[config.mk]
export PLATFORM = sky130hd
export DESIGN_NAME = smbgp_port
export DESIGN_NICKNAME = d
export VERILOG_FILES = /design/src/rtl/smbgp_pkg.sv /design/src/rtl/smbgp_cfg_window.sv /design/src/rtl/smbgp_od_line.sv /design/src/rtl/smbgp_reg_fsm.sv /design/src/rtl/smbgp_port.sv
export SDC_FILE = /design/constraint.sdc
export NUM_CORES = 1
export LEC_CHECK = 0
export BUFFER_PORTS_ARGS = -buffer_cell sky130_fd_sc_hd__buf_2
export CORE_MARGIN = 1.5
export CORE_UTILIZATION = 50
export DETAILED_ROUTE_END_ITERATION = 12
export PLACE_DENSITY = 0.82
export REMOVE_ABC_BUFFERS = 1
export SLEW_MARGIN = 0
export SYNTH_ARGS = -nofsm -noshare
export SYNTH_HDL_FRONTEND = slang
export SYNTH_SLANG_ARGS = --single-unit
[constraint.sdc]
create_clock -name clk -period 6.41 [get_ports clk]
set_clock_uncertainty 0.2 [all_clocks]
set_input_delay 0.3205 -clock clk [delete_from_list [all_inputs] [get_ports clk]]
set_output_delay 0.3205 -clock clk [all_outputs]
set_load 0.03 [all_outputs]
[src/rtl/smbgp_pkg.sv]
package smbgp_pkg;
    typedef enum logic [2:0] {
        ST_IDLE    = 3'd0,
        ST_DRV_SDA = 3'd1,
        ST_SNS_SDA = 3'd2,
        ST_DRV_SCL = 3'd3,
        ST_SNS_SCL = 3'd4
    } seq_state_e;

    localparam int          REG_BYTES    = 4;
    localparam logic [7:0]  CFG_BASE_OFF = 8'h40;
    localparam logic [7:0]  CFG_EN_OFF   = 8'h44;
    localparam logic [31:0] CFG_EN_KEY   = 32'h0000_0011;
    localparam int          WIN_DISP     = 'h38;
    localparam int          BIT_SDA_OUT  = 8;
    localparam int          BIT_SCL_OUT  = 9;
    localparam int          BIT_SDA_DIR  = 16;
    localparam int          BIT_SCL_DIR  = 17;
endpackage

[src/rtl/smbgp_cfg_window.sv]
module smbgp_cfg_window #(
    parameter int AW = 16
) (
    input  logic          clk,
    input  logic          rst_n,
    input  logic          cfg_wr,
    input  logic [7:0]    cfg_addr,
    input  logic [31:0]   cfg_wdata,
    input  logic [AW-1:0] io_addr,
    output logic          mapped,
    output logic          hit,
    output logic [1:0]    off
);
    import smbgp_pkg::*;

    logic [AW-1:0] base_q;
    logic [AW-1:0] win_q;
    logic [AW-1:0] delta;

    always_ff @(posedge clk or negedge rst_n) begin
        if (!rst_n) begin
            base_q <= '0;
            win_q  <= '0;
            mapped <= 1'b0;
        end else if (cfg_wr) begin
            if (cfg_addr == CFG_BASE_OFF) begin
                base_q <= cfg_wdata[AW-1:0];
            end else if (cfg_addr == CFG_EN_OFF && cfg_wdata == CFG_EN_KEY) begin
                win_q  <= base_q + AW'(WIN_DISP);
                mapped <= 1'b1;
            end
        end
    end

    always_comb begin
        delta = io_addr - win_q;
        hit   = mapped && (delta < AW'(REG_BYTES));
        off   = delta[1:0];
    end
endmodule

[src/rtl/smbgp_od_line.sv]
module smbgp_od_line (
    input  logic drv,
    input  logic ext,
    output logic pull_low,
    output logic level
);
    always_comb begin
        pull_low = ~drv;
        level    = drv & ext;
    end
endmodule

[src/rtl/smbgp_reg_fsm.sv]
module smbgp_reg_fsm (
    input  logic                   clk,
    input  logic                   rst_n,
    input  logic                   wr_en,
    input  logic [1:0]             off,
    input  logic [7:0]             wdata,
    input  logic                   sda_sense,
    output logic                   sda_drv,
    output logic                   scl_drv,
    output logic [31:0]            regv,
    output smbgp_pkg::seq_state_e  st
);
    import smbgp_pkg::*;

    seq_state_e st_d;
    logic       accept;

    always_comb begin
        accept = (st == ST_IDLE) && wr_en && (off != 2'd0) &&
                 (wdata != regv[8*off +: 8]);
    end

    always_comb begin
        st_d = st;
        unique case (st)
            ST_IDLE:    if (accept) st_d = ST_DRV_SDA;
            ST_DRV_SDA: st_d = ST_SNS_SDA;
            ST_SNS_SDA: st_d = regv[BIT_SCL_DIR] ? ST_DRV_SCL : ST_IDLE;
            ST_DRV_SCL: st_d = ST_SNS_SCL;
            ST_SNS_SCL: st_d = ST_IDLE;
            default:    st_d = ST_IDLE;
        endcase
    end

    always_ff @(posedge clk or negedge rst_n) begin
        if (!rst_n) st <= ST_IDLE;
        else        st <= st_d;
    end

    always_ff @(posedge clk or negedge rst_n) begin
        if (!rst_n) begin
            regv    <= '0;
            sda_drv <= 1'b1;
            scl_drv <= 1'b1;
        end else begin
            unique case (st)
                ST_IDLE: if (accept) begin
                    regv[8*off +: 8] <= wdata;
                    regv[7:0]        <= 8'h00;
                end
                ST_DRV_SDA: sda_drv <= regv[BIT_SDA_DIR] ? regv[BIT_SDA_OUT] : 1'b1;
                ST_SNS_SDA: regv[0] <= regv[0] | sda_sense;
                ST_DRV_SCL: begin
                    scl_drv <= regv[BIT_SCL_OUT];
                    regv[0] <= 1'b0;
                end
                ST_SNS_SCL: regv[0] <= regv[0] | sda_sense;
                default: ;
            endcase
        end
    end
endmodule

[src/rtl/smbgp_port.sv]
module smbgp_port #(
    parameter int AW = 16
) (
    input  logic          clk,
    input  logic          rst_n,
    input  logic          cfg_wr,
    input  logic [7:0]    cfg_addr,
    input  logic [31:0]   cfg_wdata,
    input  logic          io_wr,
    input  logic [AW-1:0] io_addr,
    input  logic [7:0]    io_wdata,
    output logic [7:0]    io_rdata,
    output logic          io_hit,
    input  logic          sda_ext,
    input  logic          scl_ext,
    output logic          sda_pull_low,
    output logic          scl_pull_low,
    output logic          sda_level,
    output logic          scl_level
);
    import smbgp_pkg::*;

    localparam int NLINES = 2;

    logic              mapped;
    logic [1:0]        io_off;
    logic [31:0]       reg_q;
    seq_state_e        st;
    logic [NLINES-1:0] drv, ext, pl, lvl;

    smbgp_cfg_window #(.AW(AW)) u_win (
        .clk(clk), .rst_n(rst_n), .cfg_wr(cfg_wr), .cfg_addr(cfg_addr),
        .cfg_wdata(cfg_wdata), .io_addr(io_addr), .mapped(mapped),
        .hit(io_hit), .off(io_off)
    );

    smbgp_reg_fsm u_fsm (
        .clk(clk), .rst_n(rst_n), .wr_en(io_wr && io_hit), .off(io_off),
        .wdata(io_wdata), .sda_sense(lvl[0]), .sda_drv(drv[0]),
        .scl_drv(drv[1]), .regv(reg_q), .st(st)
    );

    assign ext = {scl_ext, sda_ext};

    for (genvar i = 0; i < NLINES; i++) begin : g_line
        smbgp_od_line u_line (
            .drv(drv[i]), .ext(ext[i]), .pull_low(pl[i]), .level(lvl[i])
        );
    end

    assign sda_pull_low = pl[0];
    assign scl_pull_low = pl[1];
    assign sda_level    = lvl[0];
    assign scl_level    = lvl[1];
    assign io_rdata     = io_hit ? reg_q[8*io_off +: 8] : 8'hFF;
endmodule

==> impl_metrics.toml <==
[yosys]
syn_inst = 445
synth_ff_type = "dfrtp_1"
avgSynthCellArea_sq_um = 9.456
ys_seq_area_frac = 0.3753
ys_warn_count = 0
async_flop_share = 1.000
netlist_area_sq_um = 4208
synth_seq_cells = 63
synth_edf_count = 0
yosys-top-cells-area = "dfrtp_1, mux2i_1, ha_1"
ys_types = 59
yosys.area.top_type_share = 0.3628
yosysTopAreaCell = "dfrtp_1"

[layout]
fin_nets = 620
mostFrequentLayoutCell = "buf_2"
syn2layout_area_growth_pct = 17.01
antenna_cells = 0
fin_area_sq_um = 4923
mostFrequentLayoutCells = "buf_2, dfrtp_1, inv_1, nand2_1, mux2i_1"
finalNonFillerCells = 639
layout-drive-gt1-share = 0.2491
fillers = 700

[clock_network]
cts_made_buffers = 9
clk_pin_slew_ns = 0.06
post_cts.repair.setup_buffers = 0
h-tree-depth = 3
cts.sink_count = 63
tritoncts = "built"
cts_root_buffer = "clkbuf_8"
cts_resized = 0
clockBufferDepth = 2
clock_latency_ns = 0.34

[setup_path]
crit_type = "flip-flop to output pin"
max_stage_delay_ns = 0.49
cp.required_ns = 5.89
crit_path_end_kind = "output pin"
critical-path-top-delay-family = "simple AND/OR/NAND/NOR gates"
cp_max_fo = 9
crit_chain = "ha_1 > fa_1 > nand2b_2 > a21o_2 > a21oi_1 > nor4_1 > nor3_1 > and4_1 > and3_1 > nand2b_1 > buf_2"
arrival_ns = 3.55
crit_path_start_kind = "flip-flop"
path_buf_inv = 1
slowest_stage = "and3_1"

[placed_design]
io_buffers = 82
place_congestion = 0.9151
postPlaceCellArea_sq_um = 4703
dp_cells = 620
hpwl_mm = 7.462

[power_and_ir_drop]
p_leak_nw = 2.489
power.density_nw_per_um2 = 197.6
ir_worst_vdd_mv = 0.09311

[sta]
slew_violations = 0
hold_viol = 0
rsz0062_at_grt = "false"
worst_hold_slack_ns = 0.02743
worst_pin_slew_ns = 1.291
setup_violations = 0
period_share = 0.6356
fin_tns_setup_ns = 0
min_period_ns = 4.074
fmax_mhz = 245.4
slew_headroom = 0.1364

[floorplanning]
core_area_sq_um = 8175
die_width_um = 94.74
die_h_um = 94.74
start_util = 0.5147
ios = 83
die_area_sq_um = 8975
row_count = 33

[status]
status = "complete, no violations"

[routing]
met2_length_mm = 4.790
wl_per_cell_um = 15.32
drcViolationCount = 0
drtIter0Drc = 169
drt_pass1_iterations = 4
vias_per_cell = 5.584
wl_met1_mm = 4.263
maxUsedRoutingLayer = "met4"
wl_mm = 9.788
drtAntennaViolNets = 0
vias = 3568
route.met3.wl_um = 424

[grt]
grt_max_degree = 64
antenna_found_initial = 0
grt_pass1_vias = 3555
grt_pass1_wl_mm = 16.20
grt_overflow = 0
grt_usage = 0.2355

[worst_hold_path]
holdCritPathClass = "primary input to flip-flop"

[run]
cap_violations = 0
cell usage after synthesis (all sizes together), types with 3 or more instances:
library cell	instances
nor2	20
o211ai	3
mux2i	35
xnor2	10
clkbuf	9
o21a	4
nor3	8
nand4	9
nand2	47
o21ai	27
o2bb2ai	7
nand2b	12
ha	20
nand3	7
a31oi	6
buf	4
and3	4
xor2	16
a211oi	5
mux2	18
nor2b	3
nor4	11
a21oi	15
dfrtp	61
inv	51
flip-flops by register name (all words and copies together) (netlist names):
register       flops
u_fsm.regv        25
u_fsm.scl_drv      1
u_fsm.sda_drv      1
u_fsm.st           3
u_win.base_q      16
u_win.mapped       1
u_win.win_q       16
power breakdown:
group / switching (mW) / internal (mW)
combinational: 0.114 / 0.0853
sequential: 0.0212 / 0.419
clock: 0.145 / 0.188
total: 0.280 / 0.693
cell families (layout without fill, tap and decap cells):
family,count (synthesis),after routing,share of synthesized area
AOI/OAI and AO/OA,84,84,0.1383
xor gates and xnor gates,26,26,0.05412
adders and majority gates,21,21,0.06423
buffers and inverters,64,153,0.05828
DFF,63,63,0.3753
muxes,54,54,0.1368
and+or+nand+nor,133,133,0.1731
timing repair:
item / CTS / global route
setup endpoints to repair: 0 / 0
hold buffers: 3 / 0
endpoints found under the hold margin: 63 / 0
metal layers:
metal | GRT usage | up-vias
met1 | 0.2908 | 1697
met3 | 0.04589 | 26
met2 | 0.3970 | 105
met5 | 0 | -
met4 | 0.1057 | 0
li1 | - | 1740
metrics by stage:
stage	power [mW]	worst slack, ns	utilization
final	0.9728	2.336	0.6022
after global routing	1.021	2.075	0.6022
after CTS	0.9819	2.339	0.6022
after detailed placement	0.6443	2.584	0.5753
after global placement	0.6351	2.665	0.5753
after floorplan	0.5743	2.943	-
cell type report:
type	count	area [sq um]	share of cell area
clock inverters	4	45.04	0.009149
repair buffers	86	447.9	0.09098
multi-input cells	318	2384	0.4841
clock buffers	12	145.1	0.02948
inverters	51	191.4	0.03888
well taps	105	131.4	0.02668
flip-flops and latches	63	1579	0.3207
final timing paths:
check	cells past startpoint	slack (ns)	from	end
max	11	2.34	u_win.win_q[0]	io_rdata[2]
min	2	0.03	cfg_wdata[0]	u_win.base_q[0]
max reg2reg	10	2.68	u_win.win_q[0]	u_fsm.regv[27]
min reg2reg	2	0.25	u_win.mapped	u_win.mapped
max in group asynchronous	3	5.00	rst_n	u_fsm.regv[25]
min in group asynchronous	3	0.48	rst_n	u_win.base_q[8]
(Power assumes the default switching activity.)
